## config.mk

```make
export PLATFORM = sky130hd
export DESIGN_NAME = link_alarm_monitor
export DESIGN_NICKNAME = d
export VERILOG_FILES = /design/src/rtl/link_alarm_pkg.sv /design/src/rtl/alarm_sync.sv /design/src/rtl/transition_detect.sv /design/src/rtl/quiet_run_timer.sv /design/src/rtl/link_alarm_monitor.sv
export SDC_FILE = /design/constraint.sdc
export NUM_CORES = 1
export LEC_CHECK = 0
export BUFFER_PORTS_ARGS = -buffer_cell sky130_fd_sc_hd__buf_2
export CAP_MARGIN = 20
export CORE_ASPECT_RATIO = 1.4
export CORE_MARGIN = 5
export CORE_UTILIZATION = 40
export DETAILED_ROUTE_END_ITERATION = 8
export HOLD_SLACK_MARGIN = 0.12
export PLACE_DENSITY = 0.61
export REMOVE_ABC_BUFFERS = 1
export SYNTH_ARGS = -nofsm -noshare
export SYNTH_HDL_FRONTEND = slang
export SYNTH_SLANG_ARGS = --single-unit
export TNS_END_PERCENT = 50
```

## constraint.sdc

```tcl
create_clock -name ref_clk -period 2.1 [get_ports ref_clk]
set_clock_uncertainty 0.05 [all_clocks]
set_input_delay 0.21 -clock ref_clk [delete_from_list [all_inputs] [get_ports ref_clk]]
set_output_delay 0.21 -clock ref_clk [all_outputs]
set_load 0.005 [all_outputs]
```

## src/rtl/link_alarm_pkg.sv

```systemverilog
package link_alarm_pkg;

  // One reference-domain sample of every asynchronous input.
  typedef struct packed {
    logic mon;
    logic bclk;
    logic pos;
    logic neg;
  } line_sample_t;

  localparam int SAMPLE_W = $bits(line_sample_t);

  // A mark on either rail means the line carries signal.
  function automatic logic has_mark(line_sample_t s);
    return s.pos | s.neg;
  endfunction

endpackage

```

## src/rtl/alarm_sync.sv

```systemverilog
module alarm_sync #(
  parameter int W      = 1,
  parameter int STAGES = 2
) (
  input  logic         clk,
  input  logic         rst,
  input  logic [W-1:0] d,
  output logic [W-1:0] q
);

  logic [W-1:0] stg [STAGES];

  always_ff @(posedge clk) begin
    if (rst) stg[0] <= '0;
    else     stg[0] <= d;
  end

  generate
    for (genvar i = 1; i < STAGES; i++) begin : g_stage
      always_ff @(posedge clk) begin
        if (rst) stg[i] <= '0;
        else     stg[i] <= stg[i-1];
      end
    end
  endgenerate

  assign q = stg[STAGES-1];

endmodule

```

## src/rtl/transition_detect.sv

```systemverilog
module transition_detect #(
  parameter bit RISING_ONLY = 1'b0
) (
  input  logic clk,
  input  logic rst,
  input  logic sig,
  output logic pulse
);

  logic prev_q;

  always_ff @(posedge clk) begin
    if (rst) prev_q <= 1'b0;
    else     prev_q <= sig;
  end

  generate
    if (RISING_ONLY) begin : g_rise
      assign pulse = sig & ~prev_q;
    end else begin : g_any
      assign pulse = sig ^ prev_q;
    end
  endgenerate

endmodule

```

## src/rtl/quiet_run_timer.sv

```systemverilog
module quiet_run_timer #(
  parameter int CNT_W = 5,
  parameter int LIMIT = 24
) (
  input  logic clk,
  input  logic rst,
  input  logic clear,
  input  logic advance,
  output logic alarm_n
);

  localparam logic [CNT_W-1:0] TERM = CNT_W'(LIMIT);

  logic [CNT_W-1:0] cnt_q, cnt_d;
  logic             alarm_n_q;

  // Clear wins over advance; the count parks at the terminal value.
  always_comb begin
    cnt_d = cnt_q;
    if (clear)                       cnt_d = '0;
    else if (advance && cnt_q != TERM) cnt_d = cnt_q + 1'b1;
  end

  always_ff @(posedge clk) begin
    if (rst) begin
      cnt_q     <= '0;
      alarm_n_q <= 1'b1;
    end else begin
      cnt_q     <= cnt_d;
      alarm_n_q <= (cnt_d != TERM);
    end
  end

  assign alarm_n = alarm_n_q;

endmodule

```

## src/rtl/link_alarm_monitor.sv

```systemverilog
module link_alarm_monitor
  import link_alarm_pkg::*;
#(
  parameter int SYNC_STAGES = 2,
  parameter int CNT_W       = 5,
  parameter int CLK_LIMIT   = 24,
  parameter int SIG_LIMIT   = 24
) (
  input  logic ref_clk,
  input  logic rst,
  input  logic mon_clk,
  input  logic rx_bit_clk,
  input  logic rx_pos,
  input  logic rx_neg,
  output logic tx_clk_lost_n,
  output logic rx_sig_lost_n
);

  line_sample_t raw_s, sync_s;
  logic         mon_edge, bit_strobe, bit_mark;

  assign raw_s = '{mon: mon_clk, bclk: rx_bit_clk, pos: rx_pos, neg: rx_neg};

  // All four inputs share one synchroniser so rails and bit clock stay aligned.
  alarm_sync #(.W(SAMPLE_W), .STAGES(SYNC_STAGES)) u_sync (
    .clk (ref_clk),
    .rst (rst),
    .d   (raw_s),
    .q   (sync_s)
  );

  transition_detect #(.RISING_ONLY(1'b0)) u_clk_edge (
    .clk   (ref_clk),
    .rst   (rst),
    .sig   (sync_s.mon),
    .pulse (mon_edge)
  );

  transition_detect #(.RISING_ONLY(1'b1)) u_bit_edge (
    .clk   (ref_clk),
    .rst   (rst),
    .sig   (sync_s.bclk),
    .pulse (bit_strobe)
  );

  assign bit_mark = has_mark(sync_s);

  // Stuck-clock timer: counts every reference cycle, cleared by any edge.
  quiet_run_timer #(.CNT_W(CNT_W), .LIMIT(CLK_LIMIT)) u_clk_timer (
    .clk     (ref_clk),
    .rst     (rst),
    .clear   (mon_edge),
    .advance (1'b1),
    .alarm_n (tx_clk_lost_n)
  );

  // Zero-run timer: counts sampled bits, cleared by a marked bit.
  quiet_run_timer #(.CNT_W(CNT_W), .LIMIT(SIG_LIMIT)) u_sig_timer (
    .clk     (ref_clk),
    .rst     (rst),
    .clear   (bit_strobe & bit_mark),
    .advance (bit_strobe),
    .alarm_n (rx_sig_lost_n)
  );

endmodule

```

==> run metrics, run 1 <==
Final Cell Area 1050 um^2; top cells by area, synth dfxtp_1, nor2b_1, ha_1, xor2_1, nor2_1; total power 826 uW; die area 3310 um^2; CP required 2.25 ns; Die Width 50.1 um; final antenna-violating net count 0; first-pass GRT wire length 2.70 mm; Core Footprint 2150 um^2; WL/cell 11.5 um; CTS buffer count 3; Hold Path Class in2reg; setup_tns 0 ns; non-filler cells, final 127; CP endpoint kind register; DR pass1 iterations 4; status completed; Post-synth EDFFs 0; register area share after synthesis 49.0%; GPL Wtd Cong 0.793; post-synth top area share 49.0%; worst-margin pin slew 0.458 ns; crit start category register; largest area contributor in the netlist dfxtp_1; Max Clk Rate 0.570 GHz; final core occ 48.8%; Crit Path Max Fanout 4; post-synthesis async set-or-reset flop share 0%; FF/Latch Area 440 um^2; Root Buffer clkbuf_4; share of cells above drive strength 1 14.3%; Area Growth Syn to Fin 16.9%; Max clock buf depth 2; post_cts resized 0; DP Cell Count 119; area of the multi-input gates 425 um^2; Synth Cell Area 898 um^2; PD cells 787 nW/um^2; number of fill cells in the layout 211; number of global-route vias before repair 673; kind of critical path reg2reg; arrival time worst endpoint 1.91 ns; clk_lat worst skew 0.31 ns; Starting DRT DRC Count 9; Final setup viols 0; final worst slack 0.345 ns; Yosys reg bits 22; CTS sink cnt 22; Max VDD drop 0.426 mV; Tcrit/Tclk final 83.6%; TritonCTS clock tree built; number of I/O pins 8; Final Net Count 116; Fin Hold WS 0.176 ns; initial antenna violation count 0; min Tclk post-route 1.76 ns; gr ovfl total 0; Synth Instances 91; DRC 0; vias 642; yosys warns 0; number of port buffers 7; Lkg Pwr 0.419 nW; Die Span Y 66.1 um; Starting Density 41.7%; Clock transition at path regs 0.13 ns; n_diodes 0; Slew Viols, Final 0; placed cell areas 957 um^2; Total GRT Usage 10.7%; Avg Synthesized Cell Area 9.87 um^2; Worst slew margin 68.7%; Final Hold Viols 0; # rows 20; predominant post-synthesis flop cell dfxtp_1; final wirelength 1.46 mm; largest net degree at the start of global routing 15; H-Tree Depth 1; RSZ-0062 raised after global routing no; post-synth cell types 29; max-cap viol count 0; drt via density 5.06; Post-Place Setup Slack 0.338 ns; Post-DP HPWL 1.07 mm
## flip-flops by register name, summed over array words and instances (netlist names)
register,cells
u_clk_timer.alarm_n,1
u_clk_timer.cnt_q,5
u_sync.stg,8
u_sig_timer.alarm_n,1
u_sig_timer.cnt_q,5
u_clk_edge.prev_q,1
u_bit_edge.prev_q,1
## cell usage after synthesis (2+ instances only)
library cell	count
dfxtp_1	22
mux2i_1	2
nand3_1	5
nand3b_1	3
nor2_1	8
inv_1	6
xnor2_1	2
a21oi_1	2
xor2_1	4
nand2_1	3
ha_1	4
nor2b_1	11
o21ai_0	3
## worst max-delay path, cell delays in order, from the launching register on
cell       delay, ns
dfxtp_1         0.37
ha_1            0.24
nand3_1         0.08
mux2i_1         0.08
a2111oi_2       0.38
or4b_1          0.46
## timing repair
action | CTS | global route
hold buffers | 4 | 0
endpoints found under the hold margin | 4 | 0
setup buffers | 0 | 0
## report_power, final
part	internal (mW)	switching (mW)
sequential	0.432	0.00941
combinational	0.0308	0.0296
clock	0.193	0.132
## final timing paths
path	start	endpoint	slack (ns)	depth (start not counted)
setup / recovery	u_sig_timer.cnt_q[0]$_SDFF_PP0_	u_sig_timer.alarm_n$_SDFF_PP1_	0.34	5
hold / removal	rst	u_sync.stg[1][1]$_SDFF_PP0_	0.18	2
setup reg to reg	u_sig_timer.cnt_q[0]$_SDFF_PP0_	u_sig_timer.alarm_n$_SDFF_PP1_	0.34	5
hold reg to reg	u_sync.stg[0][0]$_SDFF_PP0_	u_sync.stg[1][0]$_SDFF_PP0_	0.41	1
## layer usage
layer | global-route usage, % | part of all wire (%) | up-vias
met2 | 17.5 | 49 | 9
met3 | 2.71 | 3.4 | 4
li1 | - | - | 337
met5 | 0 | 0 | -
met4 | 7.21 | 2.7 | 0
met1 | 11.8 | 45 | 292
## placed cells by master, fill, tap and decap left out, types with 4 or more instances in the layout
cell type / netlist / final
buf_2: 0 / 7
dfxtp_1: 22 / 22
dlygate4sd3_1: 0 / 4
ha_1: 4 / 4
inv_1: 6 / 6
nand3_1: 5 / 5
nor2_1: 8 / 8
nor2b_1: 11 / 11
xor2_1: 4 / 4
## logic make-up after synthesis
kind of cell / Yosys count / synth area share, %
adders and majority gates: 4 / 5.57
and+or+nand+nor: 38 / 24.4
buffers and inverters: 8 / 3.62
AOI/OAI and AO/OA: 11 / 9.33
xor gates and xnor gates: 6 / 5.85
DFF: 22 / 49.0
muxes: 2 / 2.23
## cell type report
class                           instances  share of cell area (%)
Timing Repair Buffer                   11                    7.15
Clock buffer                            3                    2.15
Tap cell                               22                    2.62
Inverter                                7                    2.74
Sequential cell                        22                    42.0
Clock inverter                          1                    2.86
Multi-Input combinational cell         61                    40.5
Power figures use the tool's default switching activity.
==> inputs of run 2 (changes only) <==
Clock period 2.1 ns to 1.7 ns, I/O delays scaled along.
==> run metrics, run 2 (synthesized netlist as in run 1, its figures left out) <==
R2R Path End u_sig_timer.alarm_n$_SDFF_PP1_; status completed; Tcrit/Tclk final 97.9%; Max VDD drop 0.437 mV; final antenna-violating net count 0; crit path to u_sig_timer.alarm_n$_SDFF_PP1_; PD cells 958 nW/um^2; total power 1.03 mW; max-cap viol count 0; Area Growth Syn to Fin 19.2%; initial antenna violation count 0; arrival time worst endpoint 1.81 ns; Worst slew margin 78.6%; Fin Hold WS 0.153 ns; DRC 0; Die Span Y 66.1 um; reg2reg start u_sig_timer.cnt_q[1]$_SDFF_PP0_; CP required 1.85 ns; R2R Setup Slk 0.04 ns; gr ovfl total 0; min Tclk post-route 1.66 ns; H-Tree Depth 1; worst-margin pin slew 0.320 ns; crit start category register; # rows 20; die area 3310 um^2; Max Clk Rate 0.601 GHz; Worst R2R Path Depth 5; Final Hold Viols 0; Hold Path Class in2reg; postcts setup bufs 0; Clock transition at path regs 0.12 ns; Top reg by flops u_sync.stg; Die Width 50.1 um; CP endpoint kind register; vias 655; commonest non-fill, non-tap cell in the layout dfxtp_1; clk_lat worst skew 0.30 ns; Total GRT Usage 10.7%; Setup crit start u_sig_timer.cnt_q[1]$_SDFF_PP0_; Core Footprint 2150 um^2; TritonCTS clock tree built; Starting DRT DRC Count 25; first-pass GRT wire length 2.76 mm; Starting Density 41.7%; DR pass1 iterations 4; Lkg Pwr 0.423 nW; max reg flops 8; Max clock buf depth 2; final wirelength 1.50 mm; largest net degree at the start of global routing 15; number of global-route vias before repair 627; Root Buffer clkbuf_4; number of I/O pins 8; CTS sink cnt 22; Largest regs u_sync.stg x8, u_clk_timer.cnt_q x5, u_sig_timer.cnt_q x5; n_diodes 0; most frequent cells in the layout dfxtp_1, nor2b_1, nor2_1; WL/cell 11.7 um; kind of critical path reg2reg; Final Net Count 117; Post-DP HPWL 1.03 mm; Post-Place Setup Slack -0.0228 ns; RSZ-0062 raised after global routing yes; Crit Path Max Fanout 3; Slew Viols, Final 0; GPL Wtd Cong 0.805; drt via density 5.12; Final setup viols 0; number of port buffers 7; final worst slack 0.0357 ns; CTS buffer count 3; share of cells above drive strength 1 20.8%
## run 2: power by group
group | internal [mW] | switching, mW
clock | 0.238 | 0.160
sequential | 0.534 | 0.0115
combinational | 0.0411 | 0.0409
total | 0.813 | 0.212
## run 2: layout make-up
type	instances	area, um^2
inverters	7	28.8
well taps	22	27.5
repair buffers	12	82.6
flip-flops and latches	22	444
clock inverters	1	30.0
multi-input cells	61	435
fillers	207	1080
clock buffers	3	22.5
## run 2: critical path, cell delays in order (launching register included)
cell and delay (ns):
dfxtp_1 0.35, inv_1 0.10, ha_2 0.20, nand3_1 0.07, a32o_1 0.28, or4b_1 0.50
## run 2: timing repair
action | CTS | global route
pin swaps | 1 | 0
hold buffers | 4 | 0
hold endpoints to repair | 4 | 0
endpoints found under the setup margin | 1 | 2
resized for setup | 1 | 6
cloned | 0 | 0
## run 2: how the worst min path moves through the flow
| stage | startpoint | end | slack, ns | cells past startpoint |
|---|---|---|---|---|
| 6_report | rst | u_sync.stg[1][1]$_SDFF_PP0_ | 0.15 | 2 |
| 5_1_grt | rst | u_clk_edge.prev_q$_SDFF_PP0_ | 0.15 | 2 |
| 4_1_cts | rst | u_sync.stg[1][0]$_SDFF_PP0_ | 0.14 | 2 |
| 3_5_place_dp | rx_bit_clk | u_sync.stg[0][2]$_SDFF_PP0_ | 0.34 | 2 |
| 3_3_place_gp | rx_bit_clk | u_sync.stg[0][2]$_SDFF_PP0_ | 0.33 | 2 |
| 2_1_floorplan | rst | u_bit_edge.prev_q$_SDFF_PP0_ | 0.19 | 1 |
## run 2: per-stage QoR
step | cell area [um^2] | util [%] | std cells | setup TNS (ns)
after floorplan | 895 | - | 90 | 0
after CTS | 1060 | 49.2 | 128 | 0
after global routing | 1070 | 49.8 | 128 | -0.00850
after detailed placement | 965 | 44.8 | 120 | -0.0228
after global placement | 965 | 44.8 | 120 | 0
final | 1070 | 49.8 | 128 | 0
## run 2: layer usage
layer / vias up / track usage [%] / routed length (um)
met5: - / 0 / 0
met4: 0 / 6.89 / 40
met3: 4 / 2.71 / 49
met2: 13 / 15.6 / 726
met1: 298 / 13.8 / 682
li1: 340 / - / -
